**src/rtl/jac_pkg.sv**
```systemverilog
package jac_pkg;
  localparam int CFG_W       = 5;
  localparam int CFG_EN_BIT  = 0;
  localparam int CFG_PATH_BIT = 1;
  localparam int CFG_BW_BIT  = 2;
  localparam int CFG_CLR_OVF = 3;
  localparam int CFG_CLR_UNF = 4;
  localparam logic [1:0] RATE_FAST = 2'd2;

  typedef struct packed {
    logic enable;
    logic pathTx;
    logic bwWide;
    logic recenter;
  } jaCtrlS;
endpackage

```
**src/rtl/jac_ctrl.sv**
```systemverilog
module jac_ctrl
  import jac_pkg::*;
(
  input  logic             clk,
  input  logic             rstN,
  input  logic             strapLevel,
  input  logic             strapFloat,
  input  logic [1:0]       rateSel,
  input  logic             cfgWr,
  input  logic [CFG_W-1:0] cfgData,
  input  logic             ovfEvt,
  input  logic             unfEvt,
  output jaCtrlS           ctrlS,
  output logic             modeEn,
  output logic             modePath,
  output logic             modeBw,
  output logic             ovfFlag,
  output logic             unfFlag
);
  logic enReg, pathReg, bwReg, ovfReg, unfReg;
  logic modeChange;

  assign modeChange = cfgWr && ((cfgData[CFG_EN_BIT] != enReg) ||
                                (cfgData[CFG_PATH_BIT] != pathReg));

  always_ff @(posedge clk) begin
    if (!rstN) begin
      enReg   <= !strapFloat;
      pathReg <= !strapFloat && strapLevel;
      bwReg   <= (rateSel == RATE_FAST);
      ovfReg  <= 1'b0;
      unfReg  <= 1'b0;
    end else begin
      if (cfgWr) begin
        enReg   <= cfgData[CFG_EN_BIT];
        pathReg <= cfgData[CFG_PATH_BIT];
        bwReg   <= cfgData[CFG_BW_BIT];
      end
      ovfReg <= ovfEvt || (ovfReg && !(cfgWr && cfgData[CFG_CLR_OVF]));
      unfReg <= unfEvt || (unfReg && !(cfgWr && cfgData[CFG_CLR_UNF]));
    end
  end

  always_comb begin
    ctrlS.enable   = enReg;
    ctrlS.pathTx   = pathReg;
    ctrlS.bwWide   = bwReg;
    ctrlS.recenter = modeChange;
  end

  assign modeEn   = enReg;
  assign modePath = pathReg;
  assign modeBw   = bwReg;
  assign ovfFlag  = ovfReg;
  assign unfFlag  = unfReg;
endmodule

```
**src/rtl/jac_datapath.sv**
```systemverilog
module jac_datapath
  import jac_pkg::*;
#(
  parameter int DEPTH         = 32,
  parameter int ACC_W         = 16,
  parameter logic [ACC_W-1:0] NOM_STEP = 16'h2000,
  parameter int ERR_GAIN_LOG2 = 8,
  parameter int SHIFT_WIDE    = 2,
  parameter int SHIFT_NARROW  = 4,
  localparam int CNT_W        = $clog2(DEPTH + 1)
) (
  input  logic             clk,
  input  logic             rstN,
  input  jaCtrlS           ctrlS,
  input  logic             txData,
  input  logic             txValid,
  input  logic             rxData,
  input  logic             rxValid,
  output logic             txOut,
  output logic             txOutValid,
  output logic             rxOut,
  output logic             rxOutValid,
  output logic             ovfEvt,
  output logic             unfEvt,
  output logic [CNT_W-1:0] fillLevel
);
  localparam int PTR_W  = $clog2(DEPTH);
  localparam int HALF   = DEPTH / 2;
  localparam int CALC_W = ACC_W + 2;
  localparam logic signed [CALC_W-1:0] HALF_S = CALC_W'(HALF);
  localparam logic signed [CALC_W-1:0] NOM_S  = {2'b00, NOM_STEP};

  logic [DEPTH-1:0] mem;
  logic [PTR_W-1:0] rdPtr, wrPtr;
  logic [CNT_W-1:0] count;
  logic [ACC_W-1:0] phase, step, stepNext;
  logic [ACC_W:0]   phaseSum;
  logic tick, inData, inValid, hold, reCentre;
  logic attData, attValid;
  logic bypTxD, bypTxV, bypRxD, bypRxV;
  logic signed [CALC_W-1:0] errS, corrS;

  assign inData   = ctrlS.pathTx ? txData  : rxData;
  assign inValid  = ctrlS.pathTx ? txValid : rxValid;
  assign hold     = ctrlS.recenter || !ctrlS.enable;
  assign phaseSum = {1'b0, phase} + {1'b0, step};
  assign tick     = phaseSum[ACC_W];

  assign unfEvt   = !hold && tick && (count == '0);
  assign ovfEvt   = !hold && inValid && !tick && (count == CNT_W'(DEPTH));
  assign reCentre = hold || unfEvt || ovfEvt;

  // loop filter: scaled fill error around half-full
  assign errS  = $signed({{(CALC_W-CNT_W){1'b0}}, count}) - HALF_S;
  assign corrS = ctrlS.bwWide ? ((errS <<< ERR_GAIN_LOG2) >>> SHIFT_WIDE)
                              : ((errS <<< ERR_GAIN_LOG2) >>> SHIFT_NARROW);
  assign stepNext = ACC_W'(NOM_S + corrS);

  always_ff @(posedge clk) begin
    if (!rstN) begin
      bypTxD <= 1'b0; bypTxV <= 1'b0;
      bypRxD <= 1'b0; bypRxV <= 1'b0;
    end else begin
      bypTxD <= txData; bypTxV <= txValid;
      bypRxD <= rxData; bypRxV <= rxValid;
    end
  end

  always_ff @(posedge clk) begin
    if (!rstN || reCentre) begin
      mem      <= '0;
      rdPtr    <= '0;
      wrPtr    <= PTR_W'(HALF);
      count    <= CNT_W'(HALF);
      phase    <= '0;
      step     <= NOM_STEP;
      attData  <= 1'b0;
      attValid <= 1'b0;
    end else begin
      phase    <= phaseSum[ACC_W-1:0];
      step     <= stepNext;
      attValid <= tick;
      if (tick) begin
        attData <= mem[rdPtr];
        rdPtr   <= rdPtr + 1'b1;
      end
      if (inValid) begin
        mem[wrPtr] <= inData;
        wrPtr      <= wrPtr + 1'b1;
      end
      case ({inValid, tick})
        2'b10:   count <= count + 1'b1;
        2'b01:   count <= count - 1'b1;
        default: count <= count;
      endcase
    end
  end

  assign fillLevel  = count;
  assign txOut      = (ctrlS.enable &&  ctrlS.pathTx) ? attData  : bypTxD;
  assign txOutValid = (ctrlS.enable &&  ctrlS.pathTx) ? attValid : bypTxV;
  assign rxOut      = (ctrlS.enable && !ctrlS.pathTx) ? attData  : bypRxD;
  assign rxOutValid = (ctrlS.enable && !ctrlS.pathTx) ? attValid : bypRxV;
endmodule

```
**src/rtl/jitter_atten_chan.sv**
```systemverilog
module jitter_atten_chan
  import jac_pkg::*;
#(
  parameter int DEPTH         = 32,
  parameter int ACC_W         = 16,
  parameter logic [ACC_W-1:0] NOM_STEP = 16'h2000,
  parameter int ERR_GAIN_LOG2 = 8,
  parameter int SHIFT_WIDE    = 2,
  parameter int SHIFT_NARROW  = 4
) (
  input  logic             clk,
  input  logic             rstN,
  input  logic             strapLevel,
  input  logic             strapFloat,
  input  logic [1:0]       rateSel,
  input  logic             cfgWr,
  input  logic [CFG_W-1:0] cfgData,
  input  logic             txData,
  input  logic             txValid,
  input  logic             rxData,
  input  logic             rxValid,
  output logic             txOut,
  output logic             txOutValid,
  output logic             rxOut,
  output logic             rxOutValid,
  output logic             modeEn,
  output logic             modePath,
  output logic             modeBw,
  output logic             ovfFlag,
  output logic             unfFlag
);
  localparam int CNT_W = $clog2(DEPTH + 1);

  jaCtrlS ctrlS;
  logic ovfEvt, unfEvt;
  logic [CNT_W-1:0] fillLevel;

  jac_ctrl ctrl_i (
    .clk(clk), .rstN(rstN), .strapLevel(strapLevel), .strapFloat(strapFloat),
    .rateSel(rateSel), .cfgWr(cfgWr), .cfgData(cfgData),
    .ovfEvt(ovfEvt), .unfEvt(unfEvt), .ctrlS(ctrlS),
    .modeEn(modeEn), .modePath(modePath), .modeBw(modeBw),
    .ovfFlag(ovfFlag), .unfFlag(unfFlag)
  );

  jac_datapath #(
    .DEPTH(DEPTH), .ACC_W(ACC_W), .NOM_STEP(NOM_STEP),
    .ERR_GAIN_LOG2(ERR_GAIN_LOG2), .SHIFT_WIDE(SHIFT_WIDE),
    .SHIFT_NARROW(SHIFT_NARROW)
  ) dp_i (
    .clk(clk), .rstN(rstN), .ctrlS(ctrlS),
    .txData(txData), .txValid(txValid), .rxData(rxData), .rxValid(rxValid),
    .txOut(txOut), .txOutValid(txOutValid), .rxOut(rxOut), .rxOutValid(rxOutValid),
    .ovfEvt(ovfEvt), .unfEvt(unfEvt), .fillLevel(fillLevel)
  );
endmodule

```
**config.mk**
```make
export PLATFORM = sky130hd
export DESIGN_NAME = jitter_atten_chan
export DESIGN_NICKNAME = d
export VERILOG_FILES = /design/src/rtl/jac_pkg.sv /design/src/rtl/jac_ctrl.sv /design/src/rtl/jac_datapath.sv /design/src/rtl/jitter_atten_chan.sv
export SDC_FILE = /design/constraint.sdc
export NUM_CORES = 1
export LEC_CHECK = 0
export BUFFER_PORTS_ARGS = -buffer_cell sky130_fd_sc_hd__buf_4
export CAP_MARGIN = 20
export CELL_PAD_IN_SITES_DETAIL_PLACEMENT = 1
export CELL_PAD_IN_SITES_GLOBAL_PLACEMENT = 2
export CORE_UTILIZATION = 40
export DETAILED_ROUTE_END_ITERATION = 8
export PLACE_DENSITY = 0.8
export SYNTH_ARGS = -nofsm -noshare
export SYNTH_HDL_FRONTEND = slang
export SYNTH_SLANG_ARGS = --single-unit
```
**constraint.sdc**
```tcl
create_clock -name clk -period 4.02 [get_ports clk]
set_input_delay 0.804 -clock clk [delete_from_list [all_inputs] [get_ports clk]]
set_output_delay 0.804 -clock clk [all_outputs]
set_load 0.1 [all_outputs]
```
==> flow_metrics.tcl <==
set metrics [dict create \
    status "complete, no violations" \
    worst-setup-path-type "reg2reg" \
    fin_util 0.4651 \
    synth_seq_cells 81 \
    grt_start_max_net_pins 40 \
    synth_edf_count 3 \
    route.detailed.drc 0 \
    dp_hpwl_um 7316 \
    diodes 0 \
    routedWlPerCell_um 16.97 \
    cts_made_buffers 9 \
    grt_usage 0.1920 \
    viasPerCell 5.491 \
    area_growth_syn_to_layout_pct 11.37 \
    p_seq_frac 0.430 \
    ys_top_cells_by_area "dfxtp_1 34%, mux2i_1 9.2%, a21oi_2 7.6%" \
    coreArea_um2 10980 \
    maxSlewHeadroom 0.4007 \
    ys_seq_area_frac 0.3601 \
    cp-end-kind "flop" \
    cp_data_required_time_ps 4280 \
    via_count 3366 \
    grt_overflow 0 \
    cts.clk_slew.worst_paths_ps 60 \
    max_stage_delay_ps 450 \
    reg2reg_slack_ps 750 \
    drive_above_1_share 0.2241 \
    yosys.area.top_type "dfxtp_1" \
    slowest_stage "fa_1" \
    cts_buffer_depth 2 \
    wl_um 10400 \
    swShare 0.2373 \
    synth_common_cells "78 x dfxtp_1, 42 x mux2i_1, 41 x nand2_1" \
    post_cts_buffers 0 \
    cp_max_fo 8 \
    htreeDepth 3 \
    pwr-share-clk 0.482 \
    power.leakage_uw 0.002014 \
    synth.distinct_cells 59 \
    power_density_nw_per_um2 378.3 \
    p_switching_uw 458.6 \
    cts_root_buffer "clkbuf_16" \
    critPathMostFrequentCell "ha_1" \
    port-buffer-count 24 \
    worstPathArrival_ps 3530 \
    setup_viol_count_final 0 \
    fillCellCount 1224 \
    drt-initial-drc-count 111 \
    synth_warnings 0 \
    rsz0062_at_grt "no" \
    synth_nets 502 \
    synthCells 464 \
    cts.sinks 81 \
    yosysMostFrequentCell "dfxtp_1" \
    p_int_uw 1474 \
    p_comb_frac 0.088 \
    cap_violations 0 \
    synthesis.area_um2 4587 \
    crit_chain "ha_1 > fa_1 > a211oi_2 > nor2_1 > a221oi_4 > nor2_1 > ha_1 > xor2_1 > ha_1 > a21o_1 > a22oi_1 > o21a_1 > or3_1 > o211ai_1" \
    max_freq_mhz 305.8 \
    start_util 0.4176 \
    hold_buffers 0 \
    dr.pass1.iters 4 \
    die_h_um 109.1 \
    drtAntennaViolNets 0 \
    synthArstFlopShare 0 \
    rows 38 \
    fin_crit_ps 3270 \
    grt_pass1_wl_um 17330 \
    fin_skew_ps 10.31 \
    critPathLaunchType "flop" \
    tns_ps 0 \
    io_pins 25 \
    insertion_delay_ps 340 \
    antenna_found_initial 0 \
    cts_resized 0 \
    min_path_type "reg2reg" \
    synthFlopType "dfxtp_1" \
    register_area_um2 1652 \
    ir_drop_mv 0.1994 \
    design.die.area_um2 11900 \
    synth_top_area_share 0.3404 \
    grt_pass1_vias 3416 \
    finalNetCount 506 \
    tightest_slew_ps 895.6 \
    cts_tree "done" \
    fin_crit_sh 0.8134 \
    gp_congestion 0.7500 \
    slew_violations 0 \
    hold_viol_final 0 \
    dieWidth_um 109.1 \
    avgSynthCellArea_um2 9.886 \
    multi_input_area_um2 2675 \
]
-- power by group through the flow --
stage               Sequential [uW]  Clock [uW]  Combinational, uW
floorplan                       866           0                114
global placement                848           0                170
detailed placement              849           0                171
CTS                             831         958                172
global route                    832         986                181
finish                          831         932                170
-- placed cells by master (no fill, tap or decap), types with 2 or more instances in the layout --
cell type and instances:
a211oi_1 4, a21o_1 4, a21oi_1 27, nor2b_1 9
mux2i_1 42, nand2_1 41, bufinv_16 3, inv_1 10
and2_1 6, buf_4 28, clkbuf_16 9, nand2b_1 10
or3_1 4, a22oi_1 5, ha_1 21, a21boi_0 6
a32oi_1 2, edfxtp_1 3, nand3_1 4, nor3_1 5
nor3b_1 5, a21oi_2 40, o21bai_1 2, dfxtp_1 78
mux2_2 5, nor2_1 11, xor2_1 9, mux4_2 8
nand3b_1 2, xnor2_1 10, a2111oi_0 2, o21a_1 5
o21ai_0 12, and3_1 4, and3b_1 3, nand4_1 3
nor4_1 3
-- worst paths after layout --
| kind | from | endpoint | cells past startpoint |
|---|---|---|---|
| max | dp_i.step[4] | dp_i.fillLevel[4] | 14 |
| min | dp_i.attData | dp_i.attData | 1 |
| max reg2reg | dp_i.step[4] | dp_i.fillLevel[4] | 14 |
| min reg2reg | dp_i.attData | dp_i.attData | 1 |
-- worst max-delay path, delay by kind of cell (launching register included) --
family | cells | cell delay (ps)
flops | 1 | 300
fa+ha+maj | 4 | 1200
xor+xnor | 1 | 160
simple gates | 3 | 540
compound gates | 6 | 1010
-- per-layer routing --
metal | wire, um | part of all wire | GRT usage
met5 | 0 | 0 | 0
met4 | 136 | 0.013 | 0.07432
met3 | 272 | 0.026 | 0.02929
met2 | 4803 | 0.46 | 0.3041
met1 | 5189 | 0.50 | 0.2612
-- cells by family after synthesis --
family / Yosys count / synth area share
DFF: 81 / 0.3601
AOI/OAI and AO/OA: 123 / 0.1994
muxes: 56 / 0.1481
adders and majority gates: 22 / 0.06165
and+or+nand+nor: 116 / 0.1361
buffers and inverters: 47 / 0.05837
xor gates and xnor gates: 19 / 0.03628
-- layout make-up --
| type | instances | area share |
|---|---|---|
| multi-input combinational | 336 | 0.5236 |
| timing repair buffer | 29 | 0.04506 |
| tap | 140 | 0.03429 |
| inverter | 11 | 0.008082 |
| clock buffer | 10 | 0.04482 |
| clock inverter | 6 | 0.02082 |
| sequential | 81 | 0.3233 |
-- flip-flops by register name (all words and copies together) (netlist names) --
signal,cells
dp_i.bypRxV,1
dp_i.bypTxV,1
ctrl_i.unfFlag,1
ctrl_i.modeBw,1
dp_i.bypRxD,1
dp_i.step,10
dp_i.bypTxD,1
dp_i.attValid,1
dp_i.mem,32
dp_i.wrPtr,5
ctrl_i.modePath,1
ctrl_i.modeEn,1
dp_i.rdPtr,5
ctrl_i.ovfFlag,1
dp_i.attData,1
dp_i.fillLevel,6
dp_i.phase,12
-- metrics by stage --
step           hold WS (ps)  cell area, um2  cells  total power [uW]  worst slack [ps]
2_1_floorplan         446.2            4587    464             979.4             626.4
3_3_place_gp          480.2            4773    597              1019             824.3
3_5_place_dp          499.2            4773    597              1020             734.4
4_1_cts               513.7            5109    613              1960             731.8
5_1_grt               528.5            5109    613              2000             547.8
6_report              508.7            5109    613              1933             749.9
Note: power is estimated with default switching activity, not from simulation.
